<file path="config.mk">
export PLATFORM = sky130hd
export DESIGN_NAME = stereo_fifo_top
export DESIGN_NICKNAME = d
export VERILOG_FILES = /design/src/rtl/stereo_fifo_pkg.sv /design/src/rtl/stereo_fifo_rst_sync.sv /design/src/rtl/stereo_fifo_wrfmt.sv /design/src/rtl/stereo_fifo_store.sv /design/src/rtl/stereo_fifo_top.sv
export SDC_FILE = /design/constraint.sdc
export NUM_CORES = 1
export LEC_CHECK = 0
export ABC_AREA = 0
export BUFFER_PORTS_ARGS = -buffer_cell sky130_fd_sc_hd__buf_2
export CORE_MARGIN = 2
export CORE_UTILIZATION = 62
export CTS_BUF_LIST = sky130_fd_sc_hd__clkbuf_8
export DETAILED_ROUTE_END_ITERATION = 16
export PLACE_DENSITY_LB_ADDON = 0.2
export SYNTH_ARGS = -nofsm -noshare
export SYNTH_HDL_FRONTEND = slang
export SYNTH_SLANG_ARGS = --single-unit
</file>
<file path="constraint.sdc">
create_clock -name clk -period 7.7 [get_ports clk]
set_input_delay 0.385 -clock clk [delete_from_list [all_inputs] [get_ports clk]]
set_output_delay 0.385 -clock clk [all_outputs]
set_load 0.03 [all_outputs]
</file>
<file path="src/rtl/stereo_fifo_pkg.sv">
package stereo_fifo_pkg;
  typedef enum logic [1:0] {
    SZ_BYTE = 2'd0,
    SZ_HALF = 2'd1,
    SZ_WORD = 2'd2,
    SZ_RSVD = 2'd3
  } acc_size_e;

  typedef enum logic [1:0] {
    ACT_NONE  = 2'd0,
    ACT_LEFT  = 2'd1,
    ACT_RIGHT = 2'd2,
    ACT_BOTH  = 2'd3
  } wr_action_e;
endpackage

</file>
<file path="src/rtl/stereo_fifo_rst_sync.sv">
module stereo_fifo_rst_sync #(
  parameter int STAGES = 2
) (
  input  logic clk,
  input  logic rst_n,
  output logic rst_sync_n
);
  logic [STAGES-1:0] sync_q;

  always_ff @(posedge clk or negedge rst_n) begin
    if (!rst_n) sync_q <= '0;
    else        sync_q <= {sync_q[STAGES-2:0], 1'b1};
  end

  assign rst_sync_n = sync_q[STAGES-1];
endmodule

</file>
<file path="src/rtl/stereo_fifo_wrfmt.sv">
module stereo_fifo_wrfmt
  import stereo_fifo_pkg::*;
#(
  parameter int SAMPLE_W = 24,
  parameter int BUS_W    = 32
) (
  input  logic                  clk,
  input  logic                  rst_n,
  input  logic                  mode24,
  input  logic                  wr_en,
  input  logic [1:0]            wr_addr,
  input  logic [1:0]            wr_size,
  input  logic [BUS_W-1:0]      wr_data,
  input  logic                  err_clr,
  output logic                  commit,
  output logic [2*SAMPLE_W-1:0] commit_pair,
  output logic                  err
);
  localparam int HALF_W = BUS_W / 2;

  wr_action_e          act;
  logic                bad;
  logic                staged_q, staged_d;
  logic [SAMPLE_W-1:0] left_q, left_d;
  logic                left_en;
  logic                err_q, err_d;
  logic [SAMPLE_W-1:0] lo_half, hi_half, lo_wide;

  always_comb begin
    lo_half = SAMPLE_W'(wr_data[HALF_W-1:0]);
    hi_half = SAMPLE_W'(wr_data[BUS_W-1:HALF_W]);
    lo_wide = wr_data[SAMPLE_W-1:0];
  end

  // access classification
  always_comb begin
    act = ACT_NONE;
    bad = 1'b0;
    if (wr_en) begin
      if (mode24) begin
        if (wr_size == SZ_WORD && wr_addr == 2'd0)
          act = staged_q ? ACT_RIGHT : ACT_LEFT;
        else
          bad = 1'b1;
      end else begin
        if (wr_size == SZ_HALF && wr_addr == 2'd0)
          act = ACT_LEFT;
        else if (wr_size == SZ_HALF && wr_addr == 2'd2 && staged_q)
          act = ACT_RIGHT;
        else if (wr_size == SZ_WORD && wr_addr == 2'd0)
          act = ACT_BOTH;
        else
          bad = 1'b1;
      end
    end
  end

  // next state
  always_comb begin
    staged_d    = staged_q;
    left_en     = 1'b0;
    left_d      = left_q;
    commit      = 1'b0;
    commit_pair = '0;
    case (act)
      ACT_LEFT: begin
        staged_d = 1'b1;
        left_en  = 1'b1;
        left_d   = mode24 ? lo_wide : lo_half;
      end
      ACT_RIGHT: begin
        staged_d    = 1'b0;
        commit      = 1'b1;
        commit_pair = {left_q, (mode24 ? lo_wide : lo_half)};
      end
      ACT_BOTH: begin
        staged_d    = 1'b0;
        commit      = 1'b1;
        commit_pair = {lo_half, hi_half};
      end
      default: ;
    endcase
    err_d = bad | (err_q & ~err_clr);
  end

  always_ff @(posedge clk or negedge rst_n) begin
    if (!rst_n) begin
      staged_q <= 1'b0;
      err_q    <= 1'b0;
    end else begin
      staged_q <= staged_d;
      err_q    <= err_d;
    end
  end

  always_ff @(posedge clk or negedge rst_n) begin
    if (!rst_n)       left_q <= '0;
    else if (left_en) left_q <= left_d;
  end

  assign err = err_q;

  // a rejected access leaves the error flag set on the next cycle
  p_bad_sets_err_r5: assert property (@(posedge clk) disable iff (!rst_n)
    bad |=> err_q);

  // a rejected access keeps any staged left sample
  p_bad_keeps_stage_r5: assert property (@(posedge clk) disable iff (!rst_n)
    bad |=> ($stable(staged_q) && $stable(left_q)));

  // with no new fault, a clear request drops the flag
  p_clear_r6: assert property (@(posedge clk) disable iff (!rst_n)
    (err_clr && !bad) |=> !err_q);

  // a 24-bit commit always follows a staged left sample
  p_pair_order_r4: assert property (@(posedge clk) disable iff (!rst_n)
    (mode24 && commit) |-> staged_q);
endmodule

</file>
<file path="src/rtl/stereo_fifo_store.sv">
module stereo_fifo_store #(
  parameter int DEPTH    = 4,
  parameter int SAMPLE_W = 24,
  localparam int PW      = $clog2(DEPTH),
  localparam int CW      = $clog2(DEPTH + 1),
  localparam int EW      = 2 * SAMPLE_W
) (
  input  logic          clk,
  input  logic          rst_n,
  input  logic          commit,
  input  logic [EW-1:0] commit_pair,
  input  logic          rd_pop,
  output logic [EW-1:0] head_pair,
  output logic [CW-1:0] count,
  output logic          full,
  output logic          empty
);
  localparam logic [PW-1:0] LAST = PW'(DEPTH - 1);
  localparam logic [CW-1:0] CMAX = CW'(DEPTH);

  logic [EW-1:0]    ent [DEPTH];
  logic [DEPTH-1:0] ent_we;
  logic [PW-1:0]    wr_ptr_q, wr_ptr_d, rd_ptr_q, rd_ptr_d, wr_idx, newest;
  logic [CW-1:0]    count_q, count_d;
  logic             pop_ok, push, ovw;

  function automatic logic [PW-1:0] step(input logic [PW-1:0] p);
    return (p == LAST) ? '0 : p + 1'b1;
  endfunction

  always_comb begin
    pop_ok   = rd_pop && (count_q != '0);
    push     = commit && ((count_q != CMAX) || pop_ok);
    ovw      = commit && (count_q == CMAX) && !pop_ok;
    newest   = (wr_ptr_q == '0) ? LAST : wr_ptr_q - 1'b1;
    wr_idx   = ovw ? newest : wr_ptr_q;
    wr_ptr_d = push ? step(wr_ptr_q) : wr_ptr_q;
    rd_ptr_d = pop_ok ? step(rd_ptr_q) : rd_ptr_q;
    count_d  = count_q;
    if (push && !pop_ok)      count_d = count_q + 1'b1;
    else if (!push && pop_ok) count_d = count_q - 1'b1;
  end

  always_ff @(posedge clk or negedge rst_n) begin
    if (!rst_n) begin
      wr_ptr_q <= '0;
      rd_ptr_q <= '0;
      count_q  <= '0;
    end else begin
      wr_ptr_q <= wr_ptr_d;
      rd_ptr_q <= rd_ptr_d;
      count_q  <= count_d;
    end
  end

  for (genvar g = 0; g < DEPTH; g++) begin : g_ent
    assign ent_we[g] = (push || ovw) && (wr_idx == PW'(g));
    always_ff @(posedge clk or negedge rst_n) begin
      if (!rst_n)         ent[g] <= '0;
      else if (ent_we[g]) ent[g] <= commit_pair;
    end
  end

  assign head_pair = ent[rd_ptr_q];
  assign count     = count_q;
  assign full      = (count_q == CMAX);
  assign empty     = (count_q == '0);

  // occupancy never exceeds depth
  p_level_bound_r7: assert property (@(posedge clk) disable iff (!rst_n)
    count_q <= CMAX);

  // overwrite keeps level and write pointer
  p_overwrite_hold_r8: assert property (@(posedge clk) disable iff (!rst_n)
    (commit && full && !rd_pop) |=> (full && $stable(wr_ptr_q) && $stable(rd_ptr_q)));

  // a pop on an empty store changes nothing
  p_pop_empty_r9: assert property (@(posedge clk) disable iff (!rst_n)
    (rd_pop && empty && !commit) |=> (empty && $stable(rd_ptr_q)));

  // simultaneous commit and pop when full keeps the store full
  p_swap_full_r10: assert property (@(posedge clk) disable iff (!rst_n)
    (commit && rd_pop && full) |=> full);
endmodule

</file>
<file path="src/rtl/stereo_fifo_top.sv">
module stereo_fifo_top #(
  parameter int DEPTH    = 4,
  parameter int SAMPLE_W = 24,
  parameter int BUS_W    = 32,
  localparam int CW      = $clog2(DEPTH + 1)
) (
  input  logic                clk,
  input  logic                rst_n,
  input  logic                mode24,
  input  logic                wr_en,
  input  logic [1:0]          wr_addr,
  input  logic [1:0]          wr_size,
  input  logic [BUS_W-1:0]    wr_data,
  input  logic                err_clr,
  input  logic                rd_pop,
  output logic [SAMPLE_W-1:0] rd_left,
  output logic [SAMPLE_W-1:0] rd_right,
  output logic                empty,
  output logic                full,
  output logic [CW-1:0]       level,
  output logic                err
);
  logic                  rst_sync_n;
  logic                  commit;
  logic [2*SAMPLE_W-1:0] commit_pair, head_pair;

  stereo_fifo_rst_sync #(.STAGES(2)) u_rst (
    .clk(clk), .rst_n(rst_n), .rst_sync_n(rst_sync_n)
  );

  stereo_fifo_wrfmt #(.SAMPLE_W(SAMPLE_W), .BUS_W(BUS_W)) u_wrfmt (
    .clk(clk), .rst_n(rst_sync_n), .mode24(mode24), .wr_en(wr_en),
    .wr_addr(wr_addr), .wr_size(wr_size), .wr_data(wr_data),
    .err_clr(err_clr), .commit(commit), .commit_pair(commit_pair), .err(err)
  );

  stereo_fifo_store #(.DEPTH(DEPTH), .SAMPLE_W(SAMPLE_W)) u_store (
    .clk(clk), .rst_n(rst_sync_n), .commit(commit), .commit_pair(commit_pair),
    .rd_pop(rd_pop), .head_pair(head_pair), .count(level),
    .full(full), .empty(empty)
  );

  assign rd_left  = head_pair[2*SAMPLE_W-1:SAMPLE_W];
  assign rd_right = head_pair[SAMPLE_W-1:0];
endmodule

</file>
Word level (Yosys, flattened, before mapping)
Cells that the tools add are included.
{"block": "op_classes", "magnitude_cmp": 1, "muxes": 26, "addsub": 5, "reduce_logical": 27, "n_bitwise": 4, "n_eq_ne": 13}
{"op": "$bmux 48 s2", "count": 1}
{"op": "$mux 48", "count": 2}
{"op": "$pmux 48 s2", "count": 1}
{"op": "$mux 24", "count": 1}
{"op": "$mux 2", "count": 11}
{"op": "$eq 2x2->1 const B", "count": 8}
{"op": "$logic_and 1x1->1", "count": 14}
{"op": "$mux 1", "count": 7}
{"op": "$eq 2x1->1 const B", "count": 3}
{"op": "$logic_not 2->1", "count": 3}
{"op": "$mux 3", "count": 2}
{"op": "$add 2x1->2 const B", "count": 2}
{"op": "$reduce_bool 2->1", "count": 2}
{"op": "$add 3x1->3 const B", "count": 1}
{"op": "$eq 3x3->1 const B", "count": 1}
{"op": "$ge 3x3->1 const B", "count": 1}
{"op": "$logic_not 3->1", "count": 1}
{"op": "$ne 3x3->1 const B", "count": 1}
{"op": "$not 2->3", "count": 1}
{"op": "$reduce_bool 3->1", "count": 1}
{"op": "$sub 3x1->3 const B", "count": 1}
{"op": "$logic_not 1->1", "count": 2}
{"op": "$logic_or 1x1->1", "count": 2}
{"op": "$pmux 1 s2", "count": 1}
{"op": "other kinds (6)", "count": 6}
{"block": "totals", "output_inout_bits": 54, "inputBits": 42, "reg_bits": 227}

Logic depth before layout (Yosys ltp)
{"block": "depth", "depth_word": 15, "depth_mapped": 9}

Hierarchy
A second synthesis with hierarchy kept.
{"block": "unflattened", "hier_cells": 734, "hier_area_um2": 10754.1}
{"module": "stereo_fifo_store", "instances": 1, "area_per_inst_um2": 8724.6, "cells_each": 509, "seq_area_each_um2": 4979.8}
{"module": "stereo_fifo_wrfmt", "instances": 1, "area_per_inst_um2": 1975.6, "cells_each": 222, "seq_area_each_um2": 650.6}
{"module": "stereo_fifo_rst_sync", "instances": 1, "area_per_inst_um2": 53.8, "cells_each": 3, "seq_area_each_um2": 50.0}

Worst setup path after synthesis
OpenSTA, ideal clock, no wires.
{"block": "synth_path", "path_kind": "register -> register", "startpoint": "register u_store.count_q[0] (netlist: u_store.count[0])", "endpoint": "register u_store.count_q[2] (netlist: u_store.count[2])", "setup_ps": 81, "path_buffers": 0, "path_stages_with_launch": 9, "setup_slack_ps": 5044, "period_less_slack_ps": 2656, "arrival_ps": 2576, "t_required_ps": 7619, "cell_sequence": "dfrtp_1 > nor3_1 > nand2b_1 > ha_1 > inv_1 > fa_1 > xor2_1 > nor2_1 > xor2_1"}
{"block": "synth_via", "elab_chain_cells": 7, "elab_cells_between_ends": 14, "classes_between": "add/sub (2); eq/ne (1); mux (2); reduce/logical (9)"}
{"item": "start: declaration", "line": "stereo_fifo_store.sv:24", "rtl": "logic [CW-1:0] count_q, count_d;"}
{"item": "start signal: assignment", "line": "stereo_fifo_store.sv:52", "rtl": "count_q <= count_d;"}
{"item": "branches (longest 7 deep; another with $sub 3x1->3)"}
Parallel ways; which one is timed is not known. The select of a mux whose other input is x is not followed.
A chain may end at the register's enable or synchronous reset.

Final worst setup path
{"block": "layout_path", "startpoint": "register u_store.count_q[0] (netlist: u_store.count[0])", "endpoint": "register u_store.ent[31] (netlist bit)"}
{"block": "layout_via", "elab_chain_cells": 7, "elab_cells_between_ends": 13, "classes_between": "eq/ne (3); mux (1); reduce/logical (9)"}
{"item": "$reduce_bool 3->1", "line": "stereo_fifo_store.sv:32", "rtl": "pop_ok = rd_pop && (count_q != '0);"}
{"item": "$logic_and 1x1->1", "line": "stereo_fifo_store.sv:32"}
{"item": "$logic_not 1->1", "line": "stereo_fifo_store.sv:34", "rtl": "ovw = commit && (count_q == CMAX) && !pop_ok;"}
{"item": "$logic_and 1x1->1", "line": "stereo_fifo_store.sv:34"}
{"item": "$mux 2", "line": "stereo_fifo_store.sv:36", "rtl": "wr_idx = ovw ? newest : wr_ptr_q;"}
{"item": "$eq 2x2->1", "line": "stereo_fifo_store.sv:57", "rtl": "assign ent_we[g] = (push || ovw) && (wr_idx == PW'(g));"}
{"item": "$logic_and 1x1->1 *", "line": "stereo_fifo_store.sv:57"}
{"item": "end signal: indexed assignment", "line": "stereo_fifo_store.sv:60", "rtl": "else if (ent_we[g]) ent[g] <= commit_pair;"}
{"item": "end: declaration", "line": "stereo_fifo_store.sv:21", "rtl": "logic [EW-1:0] ent [DEPTH];"}
Every way passes the cells marked *; elsewhere a longest branch is shown, timed or not.

==> qor.csv <==
stage;metric;value;unit
sta;worst clock skew;0.0214;ns
drt;routed wire length per instance;22.0;um
worst_setup_path;Worst path top cell family by delay;simple AND/OR/NAND/NOR gates;
die;die extent in x;133;um
yosys;FFs w/ async S/R, synth;100;%
drt;Detail Route Antenna Nets;0;
clock_network;clock sink count;227;
pwr;leakage power;0.00581;uW
worst_setup_path;Worst Path Required;8.10;ns
clock_network;H-tree levels;2;
clock_network;Clock Path Buffers;3;
sta;Worst-Margin Slew;1.05;ns
sta;total negative slack;0;ns
drt;via count;6127;
clock_network;CTS tree;built;
drt;drt drc;0;
place;HPWL Detailed;14100;um
clock_network;post_cts resized;0;
worst_setup_path;CP peak stage delay;0.77;ns
worst_setup_path;Setup crit start kind;register;
worst_setup_path;crit path DAT;3.81;ns
run;max-cap violations;0;
sta;Tcrit/Tclk final;44.3;%
sta;Slew headroom;29.8;%
yosys;flops & latches, synth;227;
worst_setup_path;critical path, cell by cell;or4b_4 -> or3_1 -> a211oi_4 -> buf_4 -> mux2_2;
yosys;synth top area cells;dfrtp_1, mux2_2, mux4_2;
die;Core Box Area;16500;sq um
die;DIE HEIGHT;133;um
global_route;first-pass GRT wire length;35900;um
yosys;post-synth top area share;54.8;%
global_route;initial antenna violation count;3;
clock_network;root buffer cell;clkbuf_8;
worst_setup_path;crit path buf inv count;1;
clock_network;clk_lat worst skew;0.53;ns
sta;Tmin final;3.41;ns
status;status;finished clean;
layout;Final #Nets;817;
layout;Layout area overhead;13.8;%
clock_network;Clock Pin Slew Worst Setup and Hold Paths;0.06;ns
global_route;Overall Global Routing Usage;26.2;%
drt;DR iter-0 viols;340;
yosys;Synth cell types;42;
die;die area;17800;sq um
worst_setup_path;crit-path max FO;35;
global_route;vias in the first global route;6631;
sta;Setup violations, final;0;
worst_setup_path;Critical-path top delay cell;a211oi_4;
sta;RSZ-0062 raised after global routing;no;
sta;Final Hold Fails;0;
yosys;Yosys Warn Count;0;
layout;ratio of cells with drive above 1 in the final layout;54.8;%
yosys;Post-synth EDFFs;0;
die;Starting Density;62.9;%
yosys;post-synthesis net count;709;
sta;Pins Over Slew Limit;0;
drt;DR vias/cell;6.02;
sta;Hold Slack;0.138;ns
sta;FMAX;293;MHz
yosys;Mean Syn Cell Area;15.7;sq um
yosys;Post-synth top flop;dfrtp_1;
worst_hold_path;min-delay worst type;in -> reg;
die;Top Ports;96;
yosys;cells after synthesis;662;
yosys;Post-Syn Area;10400;sq um
drt;TritonRoute pass-1 iters;4;
die;Site Rows;47;
pwr;worst vdd ir;0.000305;V
yosys;cell taking the most area after synthesis;dfrtp_1;
clock_network;Inserted Clock Buffers;38;
worst_setup_path;CP endpoint kind;register;
worst_setup_path;critical path class;reg -> reg;
global_route;GR Overflow Total;0;
place;gp weighted congestion;0.776;
place;IO Port Bufs;95;
layout;commonest cells after routing, fill and taps aside;mux2_2, dfrtp_1, buf_2;
yosys;Seq/Total Area, Yosys;54.8;%
global_route;largest net degree at the start of global routing;80;
pwr;PwrDens;283;nW/um^2
drt;total wire length;22400;um
## metrics by stage
step / area, sq um / utilization [%] / cells / total power, uW / setup slack (ns)
detailed placement: 11100 / 67.2 / 949 / 2380 / 4.28
CTS: 11800 / 71.6 / 1015 / 3370 / 4.26
floorplan: 10400 / - / 662 / 2130 / 0.906
global placement: 11100 / 67.2 / 949 / 2330 / 4.35
global route: 11800 / 71.6 / 1015 / 3500 / 4.04
finish: 11800 / 71.6 / 1018 / 3340 / 4.29
## routing by layer
| metal | wire length, um | track usage (%) |
|---|---|---|
| met1 | 9300 | 34.9 |
| met5 | 0 | 0 |
| met4 | 394 | 8.51 |
| met3 | 1340 | 6.09 |
| met2 | 11400 | 43.4 |
## synthesized netlist by cell type (all sizes together) (3+ instances only)
master  count
nand2b      4
nor3b       4
nand2      16
ha          4
nand3b      3
buf        23
o21ai      11
a211oi      4
nor3        3
inv         6
mux4       48
nor2        4
clkbuf     15
mux2      244
dfrtp     227
nand3       6
and2       16
## cells by family (layout without fill, tap and decap cells)
group                      count (synthesis)  count (layout)  synth area share, %
DFF                                      227             227                 54.8
buffers and inverters                     44             177                 2.03
xor gates and xnor gates                   3               3                0.254
adders and majority gates                  5               5                0.676
AOI/OAI and AO/OA                         25              25                 1.58
other                                      1               4               0.0362
and+or+nand+nor                           65              65                 3.67
muxes                                    292             292                 36.9
## worst paths after layout
| kind | from | end | slack, ns | cells past startpoint |
|---|---|---|---|---|
| worst max register to register | u_store.count[0]$_DFFE_PN0P_ | u_store.ent[31]$_DFFE_PN0P_ | 4.29 | 5 |
| worst max-delay path | u_store.count[0]$_DFFE_PN0P_ | u_store.ent[31]$_DFFE_PN0P_ | 4.29 | 5 |
| max in group asynchronous | u_rst.sync_q[1]$_DFF_PN0_ | u_store.rd_ptr_q[0]$_DFFE_PN0P_ | 5.57 | 1 |
| worst min register to register | u_rst.sync_q[0]$_DFF_PN0_ | u_rst.sync_q[1]$_DFF_PN0_ | 0.35 | 0 |
| worst min-delay path | wr_data[3] | u_wrfmt.left_q[3]$_DFFE_PN0N_ | 0.14 | 2 |
| min in group asynchronous | rst_n | u_rst.sync_q[1]$_DFF_PN0_ | 0.17 | 2 |
## registers in the layout, indices dropped and copies added (netlist names)
register,count
u_store.count,3
u_wrfmt.left_q,24
u_store.ent,192
u_store.wr_ptr_q,2
u_rst.sync_q,2
u_wrfmt.staged_q,1
u_wrfmt.err,1
u_store.rd_ptr_q,2
## area by class of cell
class	count	area, sq um
clock buffers	46	633
fillers	1096	4680
inverters	6	22.5
well taps	220	275
flip-flops and latches	227	5690
clock inverters	19	78.8
multi-input cells	391	4520
diodes	3	7.51
repair buffers	106	561
## power breakdown
part	leakage [uW]	total (uW)	switching, uW	internal [uW]
logic	0.00230	877	484	393
registers	0.00308	1470	109	1360
clock network	0.000423	992	455	537
total	0.00581	3340	1050	2290
## what timing repair did
action | CTS | global route
setup endpoints to repair | 0 | 0
setup buffers | 0 | 0
hold buffers | 1 | 0
endpoints found under the hold margin | 2 | 0
Note: power is estimated with default switching activity, not from simulation.
